**config.mk**
```make
export PLATFORM = sky130hd
export DESIGN_NAME = burst_addr_seq
export DESIGN_NICKNAME = d
export VERILOG_FILES = /design/src/rtl/bas_pkg.sv /design/src/rtl/bas_beat_ctr.sv /design/src/rtl/bas_base_reg.sv /design/src/rtl/bas_order_map.sv /design/src/rtl/burst_addr_seq.sv
export SDC_FILE = /design/constraint.sdc
export NUM_CORES = 1
export LEC_CHECK = 0
export ABC_AREA = 1
export CAP_MARGIN = 20
export CORE_MARGIN = 2
export CORE_UTILIZATION = 41
export CTS_CLUSTER_SIZE = 12
export DETAILED_ROUTE_END_ITERATION = 10
export PLACE_DENSITY = 0.81
export SYNTH_ARGS = -nofsm -noshare
export SYNTH_HDL_FRONTEND = slang
export SYNTH_SLANG_ARGS = --single-unit
```
**constraint.sdc**
```tcl
create_clock -name clk -period 2 [get_ports clk]
set_clock_uncertainty 0.1 [all_clocks]
set_input_delay 0.2 -clock clk [delete_from_list [all_inputs] [get_ports clk]]
set_output_delay 0.2 -clock clk [all_outputs]
set_load 0.02 [all_outputs]
```
**src/rtl/bas_pkg.sv**
```systemverilog
package bas_pkg;
  typedef enum logic {
    ORD_LINEAR     = 1'b0,
    ORD_INTERLEAVE = 1'b1
  } order_e;
endpackage

```
**src/rtl/bas_beat_ctr.sv**
```systemverilog
// Counts beats within the burst. It clears on restart and wraps naturally.
module bas_beat_ctr #(
  parameter int BEAT_W = 2
) (
  input  logic              clk,
  input  logic              rst,
  input  logic              restart,
  input  logic              step,
  output logic [BEAT_W-1:0] cnt_o
);
  always_ff @(posedge clk) begin
    if (rst)          cnt_o <= '0;
    else if (restart) cnt_o <= '0;
    else if (step)    cnt_o <= cnt_o + 1'b1;
  end
endmodule

```
**src/rtl/bas_base_reg.sv**
```systemverilog
// Captures the start address. Upper field and start offset are kept apart.
module bas_base_reg #(
  parameter int ADDR_W = 16,
  parameter int BEAT_W = 2
) (
  input  logic                     clk,
  input  logic                     rst,
  input  logic                     load,
  input  logic [ADDR_W-1:0]        addr_i,
  output logic [ADDR_W-1:BEAT_W]   upper_o,
  output logic [BEAT_W-1:0]        start_o
);
  always_ff @(posedge clk) begin
    if (rst) begin
      upper_o <= '0;
      start_o <= '0;
    end else if (load) begin
      upper_o <= addr_i[ADDR_W-1:BEAT_W];
      start_o <= addr_i[BEAT_W-1:0];
    end
  end
endmodule

```
**src/rtl/bas_order_map.sv**
```systemverilog
// Maps the start offset and beat count onto the burst offset for the selected order.
module bas_order_map #(
  parameter int BEAT_W = 2
) (
  input  logic              [BEAT_W-1:0] start_i,
  input  logic              [BEAT_W-1:0] cnt_i,
  input  bas_pkg::order_e                mode_i,
  output logic              [BEAT_W-1:0] off_o
);
  logic [BEAT_W-1:0] xor_off;
  logic [BEAT_W-1:0] sum_off;

  genvar b;
  generate
    for (b = 0; b < BEAT_W; b++) begin : g_xor
      assign xor_off[b] = start_i[b] ^ cnt_i[b];
    end
  endgenerate

  assign sum_off = start_i + cnt_i;

  always_comb begin
    if (mode_i == bas_pkg::ORD_INTERLEAVE) off_o = xor_off;
    else                                   off_o = sum_off;
  end
endmodule

```
**src/rtl/burst_addr_seq.sv**
```systemverilog
module burst_addr_seq #(
  parameter int ADDR_W = 16,
  parameter int BEAT_W = 2
) (
  input  logic              clk,
  input  logic              rst,
  input  logic              load_i,
  input  logic [ADDR_W-1:0] addr_i,
  input  logic              adv_n_i,
  input  logic              interleave_i,
  output logic [ADDR_W-1:0] addr_o
);
  logic [ADDR_W-1:BEAT_W] upper_q;
  logic [BEAT_W-1:0]      start_q;
  logic [BEAT_W-1:0]      cnt_q;
  logic [BEAT_W-1:0]      off;
  logic                   step;
  bas_pkg::order_e        mode;

  assign step = !load_i && !adv_n_i;
  assign mode = bas_pkg::order_e'(interleave_i);

  bas_base_reg #(.ADDR_W(ADDR_W), .BEAT_W(BEAT_W)) u_base (
    .clk(clk), .rst(rst), .load(load_i), .addr_i(addr_i),
    .upper_o(upper_q), .start_o(start_q)
  );

  bas_beat_ctr #(.BEAT_W(BEAT_W)) u_ctr (
    .clk(clk), .rst(rst), .restart(load_i), .step(step), .cnt_o(cnt_q)
  );

  bas_order_map #(.BEAT_W(BEAT_W)) u_map (
    .start_i(start_q), .cnt_i(cnt_q), .mode_i(mode), .off_o(off)
  );

  assign addr_o = {upper_q, off};
endmodule

```
# [After elaboration in Yosys (flattened, before gate mapping)]
# Index checks and enable logic that the tools add are counted.
[totals] reg_bits=18 in_bits=21 output_inout_bits=16 wordCells=12
[op_classes] add_sub_neg=2 muxes=1 n_bitwise=2 reduce_logical=4
[op_table] op="$add 2x1->2 const B" count=1
[op_table] op="$add 2x2->2" count=1
[op_table] op="$logic_not 1->1" count=2
[op_table] op="$mux 2" count=1
[op_table] op="$reduce_or 2->1" count=1
[op_table] op="$xor 1x1->1" count=2
[op_table] op="$logic_and 1x1->1" count=1

# [Depth between registers and ports, before layout]
# Gate-level depths: netlist of run 1.
[depth] ltp_word=2 mapped_depth=6 ltp_nobuf=6

# [Cells and area by module]
# A second synthesis of run 1 with hierarchy kept.
[unflattened] cells_unflattened=128 hier_area_um2=820.8
[modules_own_cells] module="bas_base_reg" instances=1 cells_per_inst=101 area_per_inst_um2=670.6 seq_area_each_um2=320.3
[modules_own_cells] module="bas_beat_ctr" instances=1 cells_per_inst=11 area_per_inst_um2=78.8 seq_area_each_um2=40.0
[modules_own_cells] module="bas_order_map" instances=1 cells_per_inst=15 area_per_inst_um2=67.6 seq_area_each_um2=0.0
[modules_own_cells] module="burst_addr_seq" instances=1 cells_per_inst=1 area_per_inst_um2=3.8 seq_area_each_um2=0.0

# [Least setup slack after synthesis of run 1]
# No wires, ideal clock.
[synth_timing] kind="register to output" startpoint="register u_ctr.cnt_o[0]" endpoint="output port addr_o[1]" arrival_ns=0.815 required_time_ns=1.700 setup_slack_ns=0.885 stages_incl_launch_ff=7 n_path_buf=0 path_cell_list="dfxtp_1 -> ha_1 -> nand2_1 -> inv_1 -> nand2_1 -> nand2_1 -> inv_1"
[synth_between] elab_chain_len=2
[synth_lines] element="from (decl)" line_no="bas_beat_ctr.sv:9" text="output logic [BEAT_W-1:0] cnt_o"
[synth_lines] element="from (signal assigned)" line_no="bas_beat_ctr.sv:14" text="else if (step) cnt_o <= cnt_o + 1'b1;"
[synth_lines] element="$add 2x2->2" line_no="bas_order_map.sv:20" text="assign sum_off = start_i + cnt_i;"
[synth_lines] element="$mux 2" line_no="bas_order_map.sv:23" text="if (mode_i == bas_pkg::ORD_INTERLEAVE) off_o = xor_off;"
[synth_lines] element="to (decl)" line_no="burst_addr_seq.sv:11" text="output logic [ADDR_W-1:0] addr_o"
# Every way passes these cells.

# [Worst setup path after layout of run 1]
[layout_timing] startpoint="register u_ctr.cnt_o[0]" endpoint="output port addr_o[0]"
[layout_between] elab_chain_len=2 elab_cells_between_ends=3 classes_between="add/sub (1); mux (1); bitwise (1)"
[layout_lines] element="$add 2x2->2 / $xor 1x1->1 (equally long branches)" line_no="bas_order_map.sv:20, bas_order_map.sv:16"
[layout_lines] element="$mux 2 (*)" line_no="bas_order_map.sv:23"
# Every way passes the cells marked *; elsewhere a longest branch is shown, timed or not.

==> results of run 1 <==
## cell type report
class | instances | share of cell area
Timing Repair Buffer | 38 | 0.328
Multi-Input combinational cell | 65 | 0.281
Sequential cell | 18 | 0.313
Clock buffer | 4 | 0.0315
Inverter | 6 | 0.0195
Tap cell | 25 | 0.0271
## critical path: cells and delay by family, from the launching register on
family                     cells  cell delay, ns
DFF                            1            0.36
buffers and inverters          1            0.59
adders and majority gates      1            0.28
## state kept, by name (all words and copies together), names as in the netlist
name	cells
u_base.upper_o	14
u_base.start_o	2
u_ctr.cnt_o	2
## cells by family (layout without fill, tap and decap cells)
| kind of cell | count (synthesis) | after routing |
|---|---|---|
| AO/OA/AOI/OAI | 18 | 18 |
| buffers and inverters | 11 | 48 |
| adder cells (fa/ha/maj) | 1 | 1 |
| AND/OR/NAND/NOR | 46 | 46 |
| flip-flops | 18 | 18 |
## cells in the final DEF (no fill, tap or decap)
| cell type | instances |
|---|---|
| o21ai_0 | 1 |
| clkbuf_4 | 3 |
| a21oi_1 | 7 |
| nand2_1 | 38 |
| a21oi_2 | 10 |
| buf_4 | 2 |
| inv_1 | 5 |
| nand3_1 | 2 |
| dlymetal6s2s_1 | 1 |
| nor2_2 | 1 |
| nand2_2 | 1 |
| clkdlybuf4s50_1 | 35 |
| ha_1 | 1 |
| clkbuf_8 | 1 |
| nor2_1 | 3 |
| dfxtp_1 | 18 |
| nor3b_1 | 1 |
| inv_2 | 1 |
## report_power, final
group / leakage (uW) / internal (uW) / total (uW) / switching (uW)
registers: 0.000148 / 377 / 387 / 9.82
logic: 0.000302 / 83.2 / 155 / 71.5
clock network: 0.0000210 / 111 / 215 / 105
total: 0.000471 / 570 / 756 / 186
## routing by layer
layer  track usage  wire length, um  part of all wire  vias to the layer above
met1         0.194              713              0.43                      320
met2         0.282              794              0.48                       24
li1              -                -                 -                      372
met4        0.0333               13            0.0079                        0
met5             0                0                 0                        -
met3        0.0462              125             0.076                        2
## per-stage QoR
stage | cell area [um2] | setup WS, ns | power [uW] | utilization
after CTS | 1150 | 0.0208 | 766 | 0.666
after global routing | 1150 | 0.128 | 786 | 0.667
after floorplan | 753 | 0.885 | 472 | -
after detailed placement | 1110 | 0.180 | 551 | 0.645
final | 1150 | 0.180 | 756 | 0.667
after global placement | 1110 | 0.205 | 547 | 0.645
## worst max-delay path by stage
stage / startpoint / to / slack (ns) / cells past startpoint
after floorplan: u_ctr.cnt_o[0] / addr_o[1] / 0.89 / 6
after global placement: interleave_i / addr_o[1] / 0.20 / 8
after detailed placement: interleave_i / addr_o[1] / 0.18 / 8
final: u_ctr.cnt_o[0] / addr_o[0] / 0.18 / 2
after global routing: u_ctr.cnt_o[0] / addr_o[0] / 0.13 / 2
after CTS: u_ctr.cnt_o[0] / addr_o[1] / 0.02 / 6
## timing repair
action                                  CTS  global route
endpoints found under the setup margin    0             1
resized for setup                         0             1
hold endpoints to repair                  0             0
setup buffers                             0             0
==> out/metrics.yaml, run 1 <==
status:
  run_status: "completed"
sta:
  relSlewSlack: 0.683
  grt_setup_unrepaired: "no"
  fin_crit_sh: 0.910
  min_period_ns: 1.82
  hold_viol: 0
  tns_ns: 0
  holdWs_ns: 0.368
  finalSetupViolations: 0
  drv_slew: 0
  fmax_ghz: 0.550
  worstMarginPinSlew_ns: 0.473
yosys:
  netlist_area_um2: 753
  syn-num-nets: 116
  yosys.area_share.adder: 0.0166
  yosysTopAreaCell: "dfxtp_1"
  yosysWarnings: 0
  synth_compound_area_frac: 0.169
  synth_seq_cells: 18
  ys_top_cells_by_count: "nand2_1 (38), dfxtp_1 (18), a21oi_2 (10), a21oi_1 (7), inv_1 (5)"
  syn_avg_cell_area_um2: 8.01
  synth_cell_types: 16
  yosys.area_share.simple: 0.244
  synthCells: 94
  synth_top_family_by_area: "simple AND/OR/NAND/NOR gates"
  ys_async_sr_fraction: 0
  synth_area_leaders: "dfxtp_1 (48%), nand2_1 (19%), a21oi_2 (12%)"
  synth_xor_area_frac: 0
  muxShareOfSynthArea: 0
  synth_top_flop_cell: "dfxtp_1"
  yosysMostFrequentCell: "nand2_1"
  yosysSeqAreaShare: 0.478
  synth_edf_count: 0
  yosys.area.top_type_share: 0.478
global_routing:
  grt_start_max_net_pins: 18
  antenna_found_initial: 0
  grt_pass1_vias: 612
  grt_pass1_wl_mm: 2.53
  grt_overflow: 0
  grt_use_total: 0.160
power:
  power_leakage_uw: 0.000471
  ir_worst_vdd_uv: 453
  power_density_mw_per_mm2: 656
cells_and_area:
  final_nets: 154
  register_area_um2: 360
  multiInputGateArea_um2: 324
  final_cells: 156
  drive_above_1_share: 0.145
  fillerInstances: 162
  area_delta_synth_final_pct: 53.0
  diodes: 0
routing:
  viasPerCell: 4.60
  drtIter0Drc: 8
  first_pass_iters: 4
  vias: 718
  routed_wl_mm: 1.65
  drc: 0
  antenna_left: 0
  wl_per_cell_um: 10.6
job:
  maxCapViolations: 0
clock_network:
  clk_pin_slew_ns: 0.10
  cts_tree: "built"
  clk_latency_ns: 0.28
  h-tree-depth: 1
  hold_buffers: 0
  cts-root-buf: "clkbuf_4"
  cts_buffer_depth: 2
  clock-sinks: 18
  cts_buffers: 3
worst_setup_path:
  r2r_slack_ns: 1.10
  timing.rr.end: "u_ctr.cnt_o[0]"
  crit_slowest_cell: "clkdlybuf4s50_1"
  rr_worst_depth: 2
  critPathCaptureType: "output port"
  worstReg2RegStart: "u_ctr.cnt_o[0]"
  cp_slowest_stage_delay_ns: 0.59
  path_class: "flop to output port"
  cp_cell_sequence: "ha_1 -> clkdlybuf4s50_1"
  path_max_fanout: 5
  cp.required_ns: 1.70
  crit_arrival_ns: 1.52
  start_kind: "flop"
placed_design:
  place.gp.congestion: 0.667
  dpl.hpwl_mm: 1.24
  dp_cells: 152
  portBuffers: 36
hold_path:
  hold_start: "u_base.upper_o[12]"
  whs_endpoint: "u_base.upper_o[12]"
  hold-path-cell-count: 2
  hp-class: "flop to flop"
floorplan:
  die_h_um: 46.9
  start_util: 0.436
  core_mm2: 0.00173
  io_pins: 37
  die-width_um: 46.9
  rows: 15
  dieArea_mm2: 0.00220
No activity file was read; power rests on OpenSTA's default activity.
==> run 2, diff against run 1 <==
Settings changed: CORE_MARGIN 2 to 5.
==> run 2 against run 1 <==
- critical path depth unchanged
- first-iteration DRC count down 13%
- global-route usage fell by 1.7 points
- non-clock buffer count stayed put
- worst hold slack worse by 0.0059 ns
- clock power is 2% higher
- sequential share of layout area shrank 0.24 points
- maximum frequency fell by 0.25%
- critical path type unchanged
- largest cell class unchanged
- largest power group unchanged
==> out/metrics.yaml, run 2 (same netlist as run 1, synthesis figures left out) <==
hold_path:
  whs_endpoint: "u_base.upper_o[15]"
  hold_start: "addr_i[15]"
  hp-class: "primary input to flop"
  hold-path-cell-count: 3
cells_and_area:
  drive_above_1_share: 0.145
  multiInputGateArea_um2: 324
  final_cells: 156
  stdcell_area_mm2: 0.00116
  largest_register_ffs: 14
  utilization: 0.665
  diodes: 0
  regMostFlops: "u_base.upper_o"
  register_area_um2: 360
  final_common_cell: "nand2_1"
  reg_top3: "u_base.upper_o (14), u_base.start_o (2), u_ctr.cnt_o (2)"
  layout_common_cells: "nand2_1 (38), clkdlybuf4s50_1 (35), dfxtp_1 (18)"
  fillerInstances: 158
  final_nets: 154
  area_delta_synth_final_pct: 54.2
placed_design:
  dp_cells: 152
  post_dp_cell_area_mm2: 0.00113
  dpl.hpwl_mm: 1.35
  portBuffers: 36
  place.gp.congestion: 0.716
power:
  p_sw_uw: 190
  power_density_mw_per_mm2: 657
  ir_worst_vdd_uv: 418
  clockPowerShare: 0.287
  p_comb_frac: 0.206
  switching_share: 0.249
  seq_power_share: 0.507
  internal_power_uw: 573
  power_leakage_uw: 0.000464
routing:
  wl_per_cell_um: 11.4
  routed_wl_mm: 1.77
  drc: 0
  viasPerCell: 4.60
  drtIter0Drc: 7
  vias: 717
  first_pass_iters: 3
  antenna_left: 0
worst_setup_path:
  timing.rr.end: "u_ctr.cnt_o[0]"
  crit_arrival_ns: 1.52
  worstReg2RegStart: "u_ctr.cnt_o[0]"
  start_kind: "flop"
  path_max_fanout: 5
  crit_start: "u_ctr.cnt_o[0]"
  rr_worst_depth: 2
  r2r_slack_ns: 1.13
  critPathCaptureType: "output port"
  cp.required_ns: 1.70
  path_class: "flop to output port"
global_routing:
  use_met3: 0.0592
  use_met1: 0.142
  grt_pass1_vias: 689
  use_met2: 0.252
  grt_use_total: 0.144
  grt_start_max_net_pins: 17
  grt_pass1_wl_mm: 2.86
  antenna_found_initial: 0
  gr-max-usage-layer: "met2"
  grt_overflow: 0
floorplan:
  dieArea_mm2: 0.00279
  start_util: 0.432
  io_pins: 37
  die-width_um: 52.9
  rows: 15
  die_h_um: 52.9
  core_mm2: 0.00175
sta:
  worstMarginPinSlew_ns: 0.482
  holdWs_ns: 0.362
  fin_crit_sh: 0.912
  fmax_ghz: 0.548
  tns_ns: 0
  relSlewSlack: 0.678
  min_period_ns: 1.82
  grt_setup_unrepaired: "no"
  hold_viol: 0
  finalSetupViolations: 0
  drv_slew: 0
job:
  maxCapViolations: 0
clock_network:
  cts_setup_buffers: 0
  cts-root-buf: "clkbuf_4"
  hold_buffers: 0
  clock-sinks: 18
  postCtsResizedCells: 1
  cts_buffer_depth: 2
  clk_latency_ns: 0.29
  cts_buffers: 3
  clk_pin_slew_ns: 0.10
  h-tree-depth: 1
  cts_tree: "built"
status:
  run_status: "completed"
run 2: cell count changes in the layout (fill, tap and decap cells not counted), sizes merged:
cell          delta
dlygate4sd2      +1
dlymetal6s2s     -1
run 2: area by class of cell:
| type | count | share of cell area |
|---|---|---|
| Timing Repair Buffer | 38 | 0.333 |
| Tap cell | 25 | 0.0269 |
| Sequential cell | 18 | 0.310 |
| Clock buffer | 4 | 0.0313 |
| Inverter | 6 | 0.0194 |
| Multi-Input combinational cell | 65 | 0.279 |
run 2: stage by stage:
| step | power [uW] | worst slack, ns |
|---|---|---|
| 2_1_floorplan | 472 | 0.885 |
| 3_3_place_gp | 551 | 0.197 |
| 3_5_place_dp | 555 | 0.167 |
| 4_1_cts | 772 | 0.154 |
| 5_1_grt | 798 | 0.0992 |
| 6_report | 763 | 0.176 |
run 2: worst max-delay path, stage by stage, from the launching register on:
cell and delay [ns]:
dfxtp_1 0.36, ha_1 0.28, clkdlybuf4s50_1 0.59
run 2: how the worst max path moves through the flow:
stage,end,depth (start not counted)
2_1_floorplan,addr_o[1],6
3_3_place_gp,addr_o[1],8
3_5_place_dp,addr_o[1],8
4_1_cts,addr_o[0],2
5_1_grt,addr_o[0],2
6_report,addr_o[0],2
run 2: layer usage:
layer	vias to the layer above	routed length (um)
li1	369	-
met1	316	727
met2	28	820
met3	4	199
met4	0	24
met5	-	0
run 2: power by group through the flow:
stage	Sequential (uW)	Combinational [uW]	Clock, uW
2_1_floorplan	413	58.7	0
3_3_place_gp	394	157	0
3_5_place_dp	395	160	0
4_1_cts	387	160	225
5_1_grt	390	169	240
6_report	387	157	219
